`src/rtl/wf_pkg.sv`:
```
package wf_pkg;
  localparam int DIRS  = 4;
  localparam int DIR_N = 0;
  localparam int DIR_E = 1;
  localparam int DIR_S = 2;
  localparam int DIR_W = 3;
endpackage

```
`src/rtl/wf_cell.sv`:
```
module wf_cell
  import wf_pkg::*;
(
  input  logic            clk,
  input  logic            rst_n,
  input  logic            clr_i,
  input  logic            en_i,
  input  logic            cap_i,
  input  logic            start_i,
  input  logic            mark_i,
  input  logic            seed_i,
  input  logic [DIRS-1:0] acc_i,
  input  logic [DIRS-1:0] nbr_i,
  output logic            act_o,
  output logic            chg_o,
  output logic            res_o
);
  logic act_q, act_d, res_q, res_d, wake;

  always_comb begin
    wake  = mark_i & ((start_i & seed_i) | (|(acc_i & nbr_i)));
    chg_o = en_i & wake & ~act_q;
    act_d = act_q;
    if (clr_i)           act_d = 1'b0;
    else if (en_i & wake) act_d = 1'b1;
    res_d = res_q;
    if (cap_i) res_d = act_q;
  end

  always_ff @(posedge clk or negedge rst_n) begin
    if (!rst_n) begin
      act_q <= 1'b0;
      res_q <= 1'b0;
    end else begin
      act_q <= act_d;
      res_q <= res_d;
    end
  end

  assign act_o = act_q;
  assign res_o = res_q;

  assert_monotonic_R9: assert property (@(posedge clk) disable iff (!rst_n)
    (act_q && !clr_i) |=> act_q);
  assert_blocked_R4: assert property (@(posedge clk) disable iff (!rst_n)
    (!mark_i && !act_q) |=> !act_q);
  assert_capture_R7: assert property (@(posedge clk) disable iff (!rst_n)
    cap_i |=> (res_q == $past(act_q)));
  assert_clear_R8: assert property (@(posedge clk) disable iff (!rst_n)
    clr_i |=> !act_q);
endmodule

```
`src/rtl/wf_ctrl.sv`:
```
module wf_ctrl (
  input  logic clk,
  input  logic rst_n,
  input  logic clr_i,
  input  logic start_i,
  input  logic any_chg_i,
  output logic en_o,
  output logic cap_o,
  output logic done_o
);
  logic run_q, run_d, done_q, done_d, settle;

  always_comb begin
    settle = run_q & ~start_i & ~clr_i & ~any_chg_i;
    en_o   = (run_q | start_i) & ~clr_i;
    cap_o  = settle;
    run_d  = run_q;
    done_d = done_q;
    if (clr_i) begin
      run_d  = 1'b0;
      done_d = 1'b0;
    end else if (start_i) begin
      run_d  = 1'b1;
      done_d = 1'b0;
    end else if (settle) begin
      run_d  = 1'b0;
      done_d = 1'b1;
    end
  end

  always_ff @(posedge clk or negedge rst_n) begin
    if (!rst_n) begin
      run_q  <= 1'b0;
      done_q <= 1'b0;
    end else begin
      run_q  <= run_d;
      done_q <= done_d;
    end
  end

  assign done_o = done_q;

  assert_done_idle_R7: assert property (@(posedge clk) disable iff (!rst_n)
    done_q |-> !run_q);
  assert_clr_wins_R8: assert property (@(posedge clk) disable iff (!rst_n)
    clr_i |=> (!done_q && !run_q));
  assert_start_clears_done_R7: assert property (@(posedge clk) disable iff (!rst_n)
    (start_i && !clr_i) |=> (run_q && !done_q));
  assert_change_holds_R3: assert property (@(posedge clk) disable iff (!rst_n)
    (run_q && any_chg_i && !clr_i) |=> !done_q);
endmodule

```
`src/rtl/wave_flood_array.sv`:
```
module wave_flood_array
  import wf_pkg::*;
#(
  parameter int SIDE = 8
) (
  input  logic                    clk,
  input  logic                    rst_n,
  input  logic                    clr_i,
  input  logic                    start_i,
  input  logic [SIDE*SIDE-1:0]    mark_i,
  input  logic [SIDE*SIDE-1:0]    seed_i,
  input  logic [DIRS*SIDE*SIDE-1:0] accept_i,
  output logic [SIDE*SIDE-1:0]    result_o,
  output logic                    done_o
);
  localparam int CELLS = SIDE * SIDE;

  logic [CELLS-1:0]      act_w;
  logic [CELLS-1:0]      chg_w;
  logic [DIRS*CELLS-1:0] nbr_w;
  logic                  en_w, cap_w;

  for (genvar r = 0; r < SIDE; r++) begin : g_row
    for (genvar c = 0; c < SIDE; c++) begin : g_col
      localparam int IDX = r * SIDE + c;
      if (r > 0) begin : g_n
        assign nbr_w[IDX*DIRS+DIR_N] = act_w[IDX-SIDE];
      end else begin : g_n0
        assign nbr_w[IDX*DIRS+DIR_N] = 1'b0;
      end
      if (c < SIDE-1) begin : g_e
        assign nbr_w[IDX*DIRS+DIR_E] = act_w[IDX+1];
      end else begin : g_e0
        assign nbr_w[IDX*DIRS+DIR_E] = 1'b0;
      end
      if (r < SIDE-1) begin : g_s
        assign nbr_w[IDX*DIRS+DIR_S] = act_w[IDX+SIDE];
      end else begin : g_s0
        assign nbr_w[IDX*DIRS+DIR_S] = 1'b0;
      end
      if (c > 0) begin : g_w
        assign nbr_w[IDX*DIRS+DIR_W] = act_w[IDX-1];
      end else begin : g_w0
        assign nbr_w[IDX*DIRS+DIR_W] = 1'b0;
      end

      wf_cell u_cell (
        .clk     (clk),
        .rst_n   (rst_n),
        .clr_i   (clr_i),
        .en_i    (en_w),
        .cap_i   (cap_w),
        .start_i (start_i),
        .mark_i  (mark_i[IDX]),
        .seed_i  (seed_i[IDX]),
        .acc_i   (accept_i[IDX*DIRS +: DIRS]),
        .nbr_i   (nbr_w[IDX*DIRS +: DIRS]),
        .act_o   (act_w[IDX]),
        .chg_o   (chg_w[IDX]),
        .res_o   (result_o[IDX])
      );
    end
  end

  wf_ctrl u_ctrl (
    .clk       (clk),
    .rst_n     (rst_n),
    .clr_i     (clr_i),
    .start_i   (start_i),
    .any_chg_i (|chg_w),
    .en_o      (en_w),
    .cap_o     (cap_w),
    .done_o    (done_o)
  );

  assert_result_hold_R8: assert property (@(posedge clk) disable iff (!rst_n)
    !cap_w |=> (result_o == $past(result_o)));
endmodule

```
`config.mk`:
```
export PLATFORM = sky130hd
export DESIGN_NAME = wave_flood_array
export DESIGN_NICKNAME = d
export VERILOG_FILES = /design/src/rtl/wf_pkg.sv /design/src/rtl/wf_cell.sv /design/src/rtl/wf_ctrl.sv /design/src/rtl/wave_flood_array.sv
export SDC_FILE = /design/constraint.sdc
export NUM_CORES = 1
export LEC_CHECK = 0
export ABC_AREA = 1
export BUFFER_PORTS_ARGS = -buffer_cell sky130_fd_sc_hd__buf_2
export CORE_AREA = 2 2 177 179
export DETAILED_ROUTE_END_ITERATION = 8
export DIE_AREA = 0 0 179 181
export SLEW_MARGIN = 5
export SYNTH_ARGS = -nofsm -noshare
export SYNTH_HDL_FRONTEND = slang
export SYNTH_SLANG_ARGS = --single-unit
```
`constraint.sdc`:
```
create_clock -name clk -period 2.3 [get_ports clk]
set_input_delay 0.345 -clock clk [delete_from_list [all_inputs] [get_ports clk]]
set_output_delay 0.345 -clock clk [all_outputs]
set_load 0.05 [all_outputs]
```
==> qor.yml <==
worst_setup_path:
  worst-r2r-setup-slack_ns: -0.17
  crit_top_cell: "nand2_1"
  rr_worst_depth: 16
  worst-path-max-fanout: 26
  crit_chain: "o21ai_4 > buf_12 > buf_16 > nor2_1 > nand3_1 > nand2_1 > nor2_2 > buf_4 > nand2_1 > nor2_2 > nand2_2 > nor2_4 > nand2_4 > buf_12 > nand2_1 > nand2_1"
  crit_path_start_kind: "flop"
  required_ns: 2.60
  crit_path_end_kind: "flop"
  rr_endpoint: "g_row[2].g_col[5].u_cell.res_o"
  worstReg2RegStart: "u_ctrl.run_q"
  critPathKind: "flop to flop"
  critPathSlowestCell: "dfrtp_1"
  slowest_delay_ns: 0.43
  arrival_ns: 2.77
clocking:
  cts_htree_levels: 4
  clk_pin_slew_ns: 0.08
  numCtsBuffers: 17
  clock_latency_ns: 0.43
  cts-root-buf: "clkbuf_16"
  clkSinkCount: 130
  cts_buffer_depth: 2
  cts_tree: "done"
synthesis:
  syn_inst: 1347
  yosysTopAreaCell: "dfrtp_1"
  synth_area_um2: 8428
  yosysSeqAreaShare_pct: 38.60
  synth_ff_type: "dfrtp_1"
  synth-edff-count: 0
  synth_area_leaders: "dfrtp_1 39%, nand2_1 28%, nand3_1 7.9%"
  ys_types: 14
  synth.most_common_cell: "nand2_1"
  ys.warnings.count: 0
  post-synth-top-area-fraction_pct: 38.60
  syn_nets: 1735
  ys_ff_latch: 130
  async_reset_ff_share_pct: 100.0
  synth_common_cells: "629 x nand2_1, 136 x inv_1, 133 x nand3_1"
  postSynthAreaPerCell_um2: 6.257
floorplan:
  dieArea_um2: 32400
  fp.dieW_um: 179
  num_rows: 64
  core_um2: 30350
  die_y_um: 181
  io_pins: 453
  start_util_pct: 27.77
route:
  drc_errors: 0
  drt-initial-drc-count: 669
  ant_nets: 0
  wl_um: 40000
  drtPass1Iterations: 8
  dr_total_vias: 10090
  vias_per_cell: 4.632
  post_drt_wl_per_cell_um: 18.36
sta:
  slew_headroom_pct: 49.42
  skew_ns: 0.01917
  min_period_ns: 2.472
  finalSetupViolCount: 66
  setup_ws_ns: -0.1718
  rsz0062_at_grt: "true"
  fmax_mhz: 404.6
  drv_slew: 0
  fin_crit_sh_pct: 107.5
  hold_slack_ns: 0.1857
  max_slew.worst_pin.slew_ns: 0.7587
  finalHoldViolations: 0
global_route:
  grt_pass1_wl_um: 57630
  grt_overflow: 0
  antenna_found_initial: 3
  grt_pass1_vias: 9882
  grt_max_degree: 66
  grtUsageTotal_pct: 24.04
cells_and_area:
  nNetsFinal: 2154
  stdcell_count: 2178
  final_util_pct: 39.99
  drive_gt1_share_pct: 32.43
  syn_to_final_growth_pct: 43.99
status:
  run_status: "complete, but fails checks"
  failed_checks: "setup timing"
job:
  max_cap_violations: 0
place:
  dp_hpwl_um: 30260
  gp_congestion: 0.9158
  placed_cells: 2125
  preCtsSetupSlack_ns: -0.3870
  io_buffers: 420
power_and_ir_drop:
  peakVddDrop_uv: 486.7
  power.leakage_nw: 7.173
  finalPower_mw: 7.343
  power_density_nw_per_um2: 605.1
min_path:
  holdCritPathClass: "primary input to flop"
  hp-start: "mark_i[56]"
  holdPathEnd: "g_row[7].g_col[0].u_cell.act_o"
  hold_depth: 3
## critical path, delay by kind of cell (launching register included)
kind	cells	cell delay (ns)
buffers and inverters	4	0.67
AND/OR/NAND/NOR	11	1.07
AO/OA/AOI/OAI	1	0.18
flip-flops	1	0.43
## through the flow
stage | setup TNS, ns | cell area (um2)
final | -8.916 | 12140
after global routing | -16.55 | 12140
after CTS | -7.118 | 11870
after detailed placement | -22.71 | 11030
after global placement | -22.20 | 11030
after floorplan | 0 | 8428
## cell families (layout without fill, tap and decap cells)
kind of cell | after synthesis | in the layout | synth area share [%]
AO/OA/AOI/OAI | 66 | 66 | 3.964
buffers and inverters | 241 | 673 | 14.07
flip-flops | 130 | 130 | 38.60
other | 0 | 3 | 0
AND/OR/NAND/NOR | 910 | 910 | 43.36
## state kept, by name (all words and copies together) (netlist names)
signal	flops
u_ctrl.done_o	1
g_row.g_col.u_cell.act_o	64
u_ctrl.run_q	1
g_row.g_col.u_cell.res_o	64
## final cells by class
class,instances,area (um2)
Antenna cell,3,7.507
Sequential cell,130,3253
Timing Repair Buffer,505,3147
Clock buffer,17,425.4
Multi-Input combinational cell,976,4134
Fill cell,3301,18210
Inverter,136,510.5
Clock inverter,15,162.7
Tap cell,396,495.5
## what timing repair did
action,in CTS,in global routing
pin swaps,3,3
hold buffers,1,0
buffers inserted,5,1
gates resized for setup,17,33
cloned,5,6
endpoints found under the hold margin,49,0
endpoints found under the setup margin,66,66
## where the power goes
| group | leakage [nW] | switching, mW | internal [mW] |
|---|---|---|---|
| Sequential | 1.77 | 0.276 | 2.45 |
| Clock | 0.286 | 1.27 | 1.46 |
| Combinational | 5.12 | 1.13 | 0.764 |
## worst max path at each step
stage / from / endpoint / cells past startpoint
detailed placement: start_i / g_row[7].g_col[7].u_cell.res_o / 16
global placement: start_i / g_row[6].g_col[2].u_cell.res_o / 16
floorplan: u_ctrl.run_q / g_row[0].g_col[1].u_cell.res_o / 15
global route: u_ctrl.run_q / g_row[2].g_col[5].u_cell.res_o / 16
finish: u_ctrl.run_q / g_row[2].g_col[5].u_cell.res_o / 16
CTS: u_ctrl.run_q / g_row[3].g_col[0].u_cell.res_o / 15
## metal layers
metal / up-vias / GRT usage [%] / part of all wire (%)
met5: - / 0 / 0
met3: 34 / 5.156 / 7.8
li1: 4949 / - / -
met4: 0 / 5.789 / 1.7
met2: 425 / 39.60 / 47
met1: 4681 / 31.95 / 43
## placed cells by master, fill, tap and decap left out
| cell type | count |
|---|---|
| nand2_4 | 1 |
| diode_2 | 3 |
| buf_4 | 58 |
| nand3_2 | 4 |
| inv_1 | 136 |
| nand2_1 | 617 |
| a21oi_1 | 1 |
| inv_8 | 4 |
| buf_2 | 419 |
| nand3_1 | 129 |
| nor2_4 | 5 |
| nor2_2 | 19 |
| clkinvlp_4 | 1 |
| buf_16 | 7 |
| clkbuf_16 | 22 |
| clkinv_4 | 1 |
| inv_6 | 6 |
| nor2_1 | 96 |
| dfrtp_1 | 130 |
| buf_8 | 1 |
| dlygate4sd3_1 | 1 |
| o21ai_0 | 64 |
| o21ai_4 | 1 |
| buf_12 | 13 |
| nand4_1 | 28 |
| clkinv_8 | 3 |
| buf_6 | 1 |
| nand2_2 | 11 |
Note: power is estimated with default switching activity, not from simulation.
